--- src/rtl/useq_pkg.sv ---
package useq_pkg;

    localparam int UA_W     = 7;
    localparam int OP_W     = 16;
    localparam int ROUTINES = 7;
    localparam int STRIDE   = 10;

    typedef enum logic [1:0] {
        NX_STEP     = 2'b00,
        NX_DISPATCH = 2'b01,
        NX_JUMP     = 2'b10,
        NX_SKIP     = 2'b11
    } nx_mode_e;

endpackage

--- src/rtl/useq_opmap.sv ---
module useq_opmap
    import useq_pkg::*;
#(
    parameter int OPW  = OP_W,
    parameter int AW   = UA_W,
    parameter int NRT  = ROUTINES,
    parameter int STEP = STRIDE
) (
    input  logic [OPW-1:0] opcode_i,
    output logic [AW-1:0]  entry_o,
    output logic           legal_o
);

    localparam int TOP_CODE = NRT * STEP;

    logic [NRT-1:0] hit;

    // one comparator per defined routine
    generate
        for (genvar i = 0; i < NRT; i++) begin : g_code
            localparam logic [OPW-1:0] CODE = OPW'((i + 1) * STEP);
            assign hit[i] = (opcode_i == CODE);
        end
    endgenerate

    always_comb begin
        entry_o = '0;
        for (int i = 0; i < NRT; i++) begin
            if (hit[i]) begin
                entry_o = AW'((i + 1) * STEP);
            end
        end
    end

    assign legal_o = |hit;

    initial begin
        if (TOP_CODE >= (1 << AW)) begin
            $display("useq_opmap: routine entries exceed address space");
        end
    end

endmodule

--- src/rtl/useq_nextsel.sv ---
module useq_nextsel
    import useq_pkg::*;
#(
    parameter int AW = UA_W
) (
    input  nx_mode_e       mode_i,
    input  logic [AW-1:0]  cur_i,
    input  logic [AW-1:0]  jump_i,
    input  logic [AW-1:0]  entry_i,
    input  logic           entry_ok_i,
    input  logic           acc_zero_i,
    output logic [AW-1:0]  nxt_o,
    output logic           bad_o
);

    localparam logic [AW-1:0] ONE = AW'(1);
    localparam logic [AW-1:0] TWO = AW'(2);

    always_comb begin
        nxt_o = cur_i;
        bad_o = 1'b0;
        unique case (mode_i)
            NX_STEP: begin
                nxt_o = cur_i + ONE;
            end
            NX_DISPATCH: begin
                if (entry_ok_i) begin
                    nxt_o = entry_i;
                end else begin
                    nxt_o = cur_i;
                    bad_o = 1'b1;
                end
            end
            NX_JUMP: begin
                nxt_o = jump_i;
            end
            NX_SKIP: begin
                nxt_o = cur_i + (acc_zero_i ? TWO : ONE);
            end
            default: begin
                nxt_o = cur_i;
            end
        endcase
    end

endmodule

--- src/rtl/microseq_next.sv ---
module microseq_next
    import useq_pkg::*;
#(
    parameter int AW  = UA_W,
    parameter int OPW = OP_W
) (
    input  logic           clk,
    input  logic           rst_n,
    input  logic [1:0]     nxt_mode_i,
    input  logic [AW-1:0]  jump_addr_i,
    input  logic [OPW-1:0] opcode_i,
    input  logic           acc_zero_i,
    output logic [AW-1:0]  uaddr_o,
    output logic [AW-1:0]  rom_addr_o,
    output logic           bad_op_o
);

    localparam logic [AW-1:0] FETCH_ENTRY = '0;

    nx_mode_e      mode;
    logic [AW-1:0] ua_q;
    logic          bad_q;
    logic [AW-1:0] entry;
    logic          entry_ok;
    logic [AW-1:0] ua_nxt;
    logic          bad_nxt;

    assign mode = nx_mode_e'(nxt_mode_i);

    useq_opmap #(
        .OPW (OPW),
        .AW  (AW)
    ) u_opmap (
        .opcode_i (opcode_i),
        .entry_o  (entry),
        .legal_o  (entry_ok)
    );

    useq_nextsel #(
        .AW (AW)
    ) u_nextsel (
        .mode_i     (mode),
        .cur_i      (ua_q),
        .jump_i     (jump_addr_i),
        .entry_i    (entry),
        .entry_ok_i (entry_ok),
        .acc_zero_i (acc_zero_i),
        .nxt_o      (ua_nxt),
        .bad_o      (bad_nxt)
    );

    // state register
    always_ff @(posedge clk) begin
        if (!rst_n) begin
            ua_q  <= FETCH_ENTRY;
            bad_q <= 1'b0;
        end else begin
            ua_q  <= ua_nxt;
            bad_q <= bad_nxt;
        end
    end

    // outputs
    always_comb begin
        uaddr_o    = ua_q;
        bad_op_o   = bad_q;
        rom_addr_o = rst_n ? ua_nxt : FETCH_ENTRY;
    end

endmodule

--- config.mk ---
export PLATFORM = sky130hd
export DESIGN_NAME = microseq_next
export DESIGN_NICKNAME = d
export VERILOG_FILES = /design/src/rtl/useq_pkg.sv /design/src/rtl/useq_opmap.sv /design/src/rtl/useq_nextsel.sv /design/src/rtl/microseq_next.sv
export SDC_FILE = /design/constraint.sdc
export NUM_CORES = 1
export LEC_CHECK = 0
export ABC_AREA = 1
export CAP_MARGIN = 20
export CORE_ASPECT_RATIO = 1.25
export CORE_MARGIN = 5
export CORE_UTILIZATION = 30
export DETAILED_ROUTE_END_ITERATION = 8
export GPL_ROUTABILITY_DRIVEN = 0
export GPL_TIMING_DRIVEN = 0
export SKIP_LAST_GASP = 1
export SLEW_MARGIN = 5
export SYNTH_ARGS = -nofsm -noshare
export SYNTH_HDL_FRONTEND = slang
export SYNTH_SLANG_ARGS = --single-unit
--- constraint.sdc ---
create_clock -name clk -period 2.4 [get_ports clk]
set_input_delay 0.36 -clock clk [delete_from_list [all_inputs] [get_ports clk]]
set_output_delay 0.36 -clock clk [all_outputs]
set_load 0.02 [all_outputs]
After elaboration in Yosys (flattened, before gate mapping)
Index checks and enable logic that the tools add are counted.
{"block": "totals", "register_bits": 8, "inputBits": 28, "out_inout_bits": 15, "wordCells": 29}
{"block": "op_classes", "n_addsub": 2, "n_eq_ne": 10, "mux": 12, "reduce_logical": 3}
{"cell": "$eq A16 B6 Y1 const B", "count": 3}
{"cell": "$eq A16 B5 Y1 const B", "count": 2}
{"cell": "$pmux W7 S4", "count": 1}
{"cell": "$mux W7", "count": 3}
{"cell": "$mux W6", "count": 3}
{"cell": "$eq A16 B4 Y1 const B", "count": 1}
{"cell": "$eq A16 B7 Y1 const B", "count": 1}
{"cell": "$mux W5", "count": 2}
{"cell": "$add A7 B1 Y7 const B", "count": 1}
{"cell": "$add A7 B7 Y7", "count": 1}
{"cell": "$reduce_or A7 Y1", "count": 1}
{"cell": "$eq A2 B2 Y1 const B", "count": 2}
{"cell": "$mux W4", "count": 1}
{"cell": "$eq A2 B1 Y1 const B", "count": 1}
{"cell": "$logic_not A2 Y1", "count": 1}
{"cell": "$mux W2", "count": 1}
{"cell": "$reduce_and A2 Y1", "count": 1}
{"cell": "$mux W1", "count": 1}

Logic depth before layout (Yosys ltp)
Gate-level depths: netlist (run 1).
{"block": "depth", "word_depth": 11, "depth_mapped": 13}

By module
A second synthesis (run 1) with hierarchy kept.
{"block": "hier_totals", "cells_unflattened": 178, "area_unflattened_um2": 948.4}
{"mod": "useq_nextsel", "instances": 1, "cells_each": 86, "area_per_inst_um2": 435.4, "seq_area_each_um2": 0.0}
{"mod": "useq_opmap", "instances": 1, "cells_each": 67, "area_per_inst_um2": 287.8, "seq_area_each_um2": 0.0}
{"mod": "microseq_next", "instances": 1, "cells_each": 25, "area_per_inst_um2": 225.2, "seq_area_each_um2": 160.2}

Worst setup path after synthesis (run 1)
Ideal clock, no wire load.
{"block": "synth_path", "path_kind": "input to output", "startpoint": "input nxt_mode_i[0]", "endpoint": "output rom_addr_o[6]", "arrival_time_ns": 1.813, "required_ns": 2.040, "slack_ns": 0.227, "stages": 13, "path_buffers": 0, "cell_sequence": "ha_1 nand2_1 ha_1 fa_1 nand2_1 inv_1 nand2_1 nor2_1 nand2_1 a21oi_1 o21ai_0 nand2_1 a21oi_2"}
{"block": "synth_between", "elab_chain_len": 3, "elab_cells_between_ends": 6, "classes_between": "eq/ne: 3; mux: 2; reduce/logical: 1"}
{"item": "start, declared", "line_no": "microseq_next.sv:9", "rtl": "input logic [1:0] nxt_mode_i,"}
{"item": "$eq A2 B2 Y1 (tied with other cells)", "line_no": "useq_nextsel.sv:22", "rtl": "unique case (mode_i)"}
{"item": "$pmux W7 S4 *", "line_no": "useq_nextsel.sv:22"}
{"item": "$mux W7 *"}
{"item": "end, declared", "line_no": "microseq_next.sv:14", "rtl": "output logic [AW-1:0] rom_addr_o,"}
Mark *: on every way between the ends. The rest lies on a longest branch, timed or not.

Worst setup path in the final report (run 1)
Same ends and word-level chain as after synthesis.

==> metrics, run 1 <==
status=finished, final reports clean; Cell Pwr Density=331 mW/mm2; # rows=24; Port Buf Inserts=42; HPWL Detailed=2.28 mm; achievable frequency=436 MHz; layout cells sized above 1=36.1%; Comb power frac=44.9%; Hold Path Class=reg2reg; drt wl/cell=11.0 um; root buf cell=clkbuf_8; CP endpoint kind=output port; pre-CTS setup slack=-965 ps; Seq/Total Area, Yosys=15.1%; # setup viols final=0; clk_lat worst skew=230 ps; fin. max-slew vios=0; P&R area growth vs syn=69.8%; FFs w/ async S/R, synth=0%; Int Pwr=0.000391 W; final wirelength=2.96 mm; Tot GR Track Use=11.8%; ys flop type=dfxtp_1; number of global-route vias before repair=1,160; # nets final=266; Initial DRC Count=43; number of antenna violations at the first check in global routing=0; Leak Pwr=1.01 nW; final hold slack=586 ps; Critical Path AT=1930 ps; Final WS setup=108 ps; yosys warns=0; Non-Filler Instances=269; Initial Util=30.8%; ANT cells=0; largest stage delay on the critical path=360 ps; Design Power=0.000597 W; final hold vios=0; Cell Area, Synth=0.00106 mm2; critical path type=in2out; switching part of the total=34.5%; io pins=43; critical-path maximum fanout=2; global-route wire length before repair=4.82 mm; largest net degree at the start of global routing=11; syn_nets=207; Net Sw Power=0.000206 W; final antenna-violating net count=0; worst slew pin tran=296 ps; Setup TNS=0 ps; GRT overflow=0; Slew Limit Headroom=80.2%; slowest CP cell=fa_2; Mapped Cells=173; Post-synth EDFFs=0; Synth Register Bits=8; via/cell ratio=4.67; Core Footprint=0.00345 mm2; clock skew=6.16 ps; total CTS buffers=3; Layout fillers=355; Die Y-Extent=76.5 um; Max clock buf depth=2; via count=1,255; DRC viols=0; clk sink count=8; WP data required=2040 ps; Seq pwr share=27.3%; Synth Area per Inst=6.14 um2; crit-path cells=buf_8 -> ha_4 -> nand2_4 -> ha_4 -> fa_2 -> nand2_2 -> inv_2 -> nand2_2 -> nor2_2 -> nand2_1 -> a21oi_1 -> o21ai_1 -> nand2_1 -> a21oi_2 -> buf_4; Worst Setup Start Kind=input port; final worst-path cycle share=95.5%; die area=0.00484 mm2; Synth cell types=24; H-tree Lvls=1; Pre-Repair DR Iteration Count=6; CTS Hold Buffers Added=0; Placed Instances=254; Tmin final=2290 ps; VDD IR max=0.236 mV; Clk pwr share=27.9%; Die W=63.2 um; Max Cap Violations=0; CTS clk-pin slew, worst paths=50 ps; CTS tree=done
-- cell usage after synthesis, types with 2 or more instances --
| master | instances | share of area (%) |
|---|---|---|
| nand2_4 | 2 | 2.1 |
| nor2_1 | 25 | 8.8 |
| a21oi_2 | 6 | 4.9 |
| nor2_4 | 4 | 4.2 |
| o21ai_0 | 6 | 2.8 |
| nor2_2 | 7 | 4.1 |
| a21oi_1 | 11 | 5.2 |
| nand3_2 | 3 | 2.8 |
| dfxtp_1 | 8 | 15 |
| inv_1 | 21 | 7.4 |
| ha_1 | 5 | 5.9 |
| nand3_1 | 11 | 5.2 |
| nand2_1 | 39 | 14 |
| nand4_1 | 3 | 1.8 |
| nand2_2 | 13 | 7.7 |
-- cells by family (layout without fill, tap and decap cells) --
| kind of cell | Yosys count | count (layout) | synth area share [%] |
|---|---|---|---|
| simple gates | 110 | 111 | 53.5 |
| compound gates | 24 | 24 | 13.7 |
| buf+inv | 24 | 80 | 9.19 |
| flops | 8 | 8 | 15.1 |
| fa+ha+maj | 6 | 6 | 7.77 |
| xor+xnor | 1 | 1 | 0.825 |
-- critical path: cells and delay by family --
family                     cells  cell delay [ps]
adders and majority gates      3              650
and+or+nand+nor                6              370
buffers and inverters          3              280
AOI/OAI and AO/OA              3              270
-- metrics by stage --
step | utilization, % | instance area [um2]
3_5_place_dp | 44.3 | 1530
4_1_cts | 46.1 | 1590
5_1_grt | 52.2 | 1800
6_report | 52.2 | 1800
2_1_floorplan | - | 1060
3_3_place_gp | 44.3 | 1530
-- final cells by class --
cell class                 instances  area (um2)  share of cell area, %
inverter                          22        82.6                   4.58
tap                               39        48.8                   2.70
buffer                             2        16.3                  0.902
sequential                         8         160                   8.88
multi-input combinational        142         920                   51.0
clock buffer                       3        41.3                   2.29
timing repair buffer              53         536                   29.7
-- layer usage --
layer,wire [um],track usage (%)
met4,31,4.99
met2,1540,22.4
met5,0,0
met3,197,2.51
met1,1190,12.2
-- timing repair --
action | in CTS | in global routing
endpoints found under the setup margin | 7 | 7
gates cloned | 0 | 1
pin swaps | 7 | 22
setup buffers | 3 | 8
gates resized for setup | 52 | 48
-- power by group through the flow --
stage	Clock [W]	Sequential [W]	Combinational [W]
2_1_floorplan	0	0.000176	0.000108
3_3_place_gp	0	0.000163	0.000239
3_5_place_dp	0	0.000163	0.000240
4_1_cts	0.000169	0.000162	0.000242
5_1_grt	0.000174	0.000166	0.000296
6_report	0.000166	0.000163	0.000268
-- placed cells by master, fill, tap and decap left out, drive strengths merged --
cell	netlist	routed
nand2	54	54
nor2	37	38
inv	22	22
buf	1	21
a21oi	17	17
dlymetal6s2s	0	16
clkdlybuf4s50	0	16
nand3	14	14
dfxtp	8	8
o21ai	6	6
ha	5	5
clkbuf	1	5
nand4	3	3
nor3	1	1
o21a	1	1
and2	1	1
xnor2	1	1
fa	1	1
-- path summary, 6_finish.rpt --
kind | slack, ps | cells after the start | to | startpoint
max | 110 | 15 | rom_addr_o[6] | nxt_mode_i[0]
min reg2reg | 590 | 2 | uaddr_o[0] | uaddr_o[0]
max reg2reg | 490 | 14 | uaddr_o[6] | uaddr_o[0]
min | 590 | 2 | uaddr_o[0] | uaddr_o[0]
-- registers in the layout, summed over array words and instances (netlist names) --
name,cells
uaddr_o,7
bad_op_o,1
Power figures use the tool's default switching activity.
==> run 2, diff against run 1 <==
--- a/config.mk
+++ b/config.mk
@@ -6,6 +6,7 @@
 export NUM_CORES = 1
 export LEC_CHECK = 0
 export ABC_AREA = 1
+export ABC_CLOCK_PERIOD_IN_PS = 2400
 export CAP_MARGIN = 20
 export CORE_ASPECT_RATIO = 1.25
 export CORE_MARGIN = 5
==> results of run 2 <==
Same layout as run 1: the final DEF is identical, and so are final timing and power.
==> run 3, diff against run 2 <==
--- a/config.mk
+++ b/config.mk
@@ -6,7 +6,7 @@
 export NUM_CORES = 1
 export LEC_CHECK = 0
 export ABC_AREA = 1
-export ABC_CLOCK_PERIOD_IN_PS = 2400
+export ABC_CLOCK_PERIOD_IN_PS = 2550
 export CAP_MARGIN = 20
 export CORE_ASPECT_RATIO = 1.25
 export CORE_MARGIN = 5
==> constraint.sdc (replaced) <==
create_clock -name clk -period 2.55 [get_ports clk]
set_input_delay 0.3825 -clock clk [delete_from_list [all_inputs] [get_ports clk]]
set_output_delay 0.3825 -clock clk [all_outputs]
set_load 0.02 [all_outputs]
==> metrics, run 3 (synthesis gave the netlist of run 1 again) <==
status=finished, final reports clean (unchanged); final worst-path cycle share=95.9%; Tmin final=2440 ps; P&R area growth vs syn=51.7% (was 69.8%); layout cells sized above 1=29.3% (was 36.1%); final wirelength=2.73 mm (was 2.96 mm); fin. max-slew vios=0 (unchanged); GRT overflow=0 (unchanged); die area=0.00484 mm2 (unchanged); GR Util met3=2.51% (unchanged); final hold vios=0 (unchanged); Most Frequent Cell on Critical Path=nand2_2; # setup viols final=0 (unchanged); Layout fillers=368 (was 355); met2 GRT Util=22.1% (was 22.4%); clk_lat worst skew=230 ps (about the same); Worst Setup Start Kind=input port (unchanged); Initial DRC Count=16 (was 43); Tot GR Track Use=11.6% (was 11.8%); number of global-route vias before repair=1,150 (was 1,160); io pins=43 (unchanged); critical path type=in2out (unchanged); most frequent cells in the layout=35 x nand2_1, 29 x clkdlybuf4s50_1, 23 x nor2_1, 20 x inv_1, 17 x nand2_2 (was 33 x nand2_1, 20 x nor2_1, 19 x inv_1, 16 x dlymetal6s2s_1, 16 x clkdlybuf4s50_1); crit-path cells=clkbuf_2 -> ha_2 -> nand2_2 -> ha_4 -> fa_2 -> nand2_2 -> inv_2 -> nand2_2 -> nor2_2 -> nand2_1 -> a21oi_1 -> o21ai_1 -> nand2_1 -> a21oi_2 -> buf_4 (was buf_8 -> ha_4 -> nand2_4 -> ha_4 -> fa_2 -> nand2_2 -> inv_2 -> nand2_2 -> nor2_2 -> nand2_1 -> a21oi_1 -> o21ai_1 -> nand2_1 -> a21oi_2 -> buf_4); Design Power=0.000540 W (was 0.000597 W); VDD IR max=0.221 mV (was 0.236 mV); slowest CP cell=fa_2 (unchanged); Leak Pwr=0.780 nW (was 1.01 nW); via/cell ratio=4.60 (was 4.67); largest stage delay on the critical path=350 ps (was 360 ps); Core Footprint=0.00345 mm2 (unchanged); clock skew=3.45 ps (was 6.16 ps); number of antenna violations at the first check in global routing=0 (unchanged); Die W=63.2 um (unchanged); clk sink count=8 (unchanged); CTS tree=done (unchanged); Initial Util=30.8% (unchanged); worst slew pin tran=323 ps (was 296 ps); GR peak layer=met2 (unchanged); Non-Filler Instances=261 (was 269); H-tree Lvls=1 (unchanged); DRC viols=0 (unchanged); global-route wire length before repair=4.74 mm (was 4.82 mm); # nets final=258 (was 266); area of the multi-input gates=837 um2 (was 920 um2); Reg area=160 um2 (unchanged); # rows=24 (unchanged); Max clock buf depth=2 (unchanged); drt wl/cell=10.4 um (was 11.0 um); Port Buf Inserts=42 (unchanged); Pre-Repair DR Iteration Count=4 (was 6); achievable frequency=409 MHz; largest net degree at the start of global routing=11 (unchanged); critical-path maximum fanout=3 (was 2); CP endpoint kind=output port (unchanged); CTS clk-pin slew, worst paths=40 ps (was 50 ps); root buf cell=clkbuf_8 (unchanged); Largest register FFs=7 (unchanged); WP data required=2170 ps (was 2040 ps); Placed Instances=254 (unchanged); RSZ-0062 raised after global routing=yes; final antenna-violating net count=0 (unchanged); Critical Path AT=2060 ps (was 1930 ps); commonest non-fill, non-tap cell in the layout=nand2_1 (unchanged); Hold Path Class=reg2reg (unchanged); GR Util met1=11.9% (was 12.2%); Slew Limit Headroom=78.4% (was 80.2%); Die Y-Extent=76.5 um (unchanged); total CTS buffers=3 (unchanged); Cell Pwr Density=335 mW/mm2 (was 331 mW/mm2); HPWL Detailed=2.28 mm (unchanged); ANT cells=0 (unchanged); Max Cap Violations=0 (unchanged); via count=1,201 (was 1,255)
run 3: changes by cell type in the layout (fill, tap and decap cells not counted), sizes merged:
cell	change
nor2	-1
clkdlybuf4s50	+13
buf	-10
dlymetal6s2s	-13
dlygate4sd2	+1
clkbuf	+2
run 3: cell type report:
class                      count  share of cell area, %
clock buffer                   3                   2.56
multi-input combinational    141                   51.9
tap                           39                   3.03
inverter                      22                   5.12
timing repair buffer          46                   26.4
sequential                     8                   9.94
buffer                         2                   1.01
run 3: worst paths after layout:
kind / from / end / slack, ps / cells after the start
max: nxt_mode_i[0] / rom_addr_o[6] / 110 / 15
min: uaddr_o[0] / uaddr_o[0] / 580 / 2
max reg2reg: uaddr_o[0] / uaddr_o[6] / 600 / 14
min reg2reg: uaddr_o[0] / uaddr_o[0] / 580 / 2
run 3: where the power goes:
group	leakage (nW)	switching, W	internal (W)
clock network	0.0216	0.0000549	0.000103
logic	0.692	0.000116	0.000114
registers	0.0662	0.0000148	0.000138
run 3: routing by layer:
metal	part of all wire (%)	vias up
met5	0	-
met4	1.7	0
met3	7.3	4
met2	50	34
met1	41	518
li1	-	645
run 3: worst max-delay path: cells and delay by family:
family          cells  cell delay [ps]
compound gates      3              280
fa+ha+maj           3              690
buf+inv             3              310
simple gates        6              410
run 3: repair_timing:
item,4_1_cts,5_1_grt
setup endpoints to repair,7,7
buffers inserted,3,1
resized for setup,38,18
hold buffers,0,0
cloned,0,0
pin swaps,4,2
run 3: metrics by stage:
stage	area (um2)	setup TNS, ps	hold slack, ps	utilization (%)	worst slack [ps]
6_report	1610	0	580	46.7	105
3_5_place_dp	1530	-4400	539	44.3	-860
3_3_place_gp	1530	-4450	536	44.3	-851
5_1_grt	1610	-22.4	616	46.7	-22.4
2_1_floorplan	1060	0	509	-	332
4_1_cts	1590	-98.9	549	46.2	-78.1
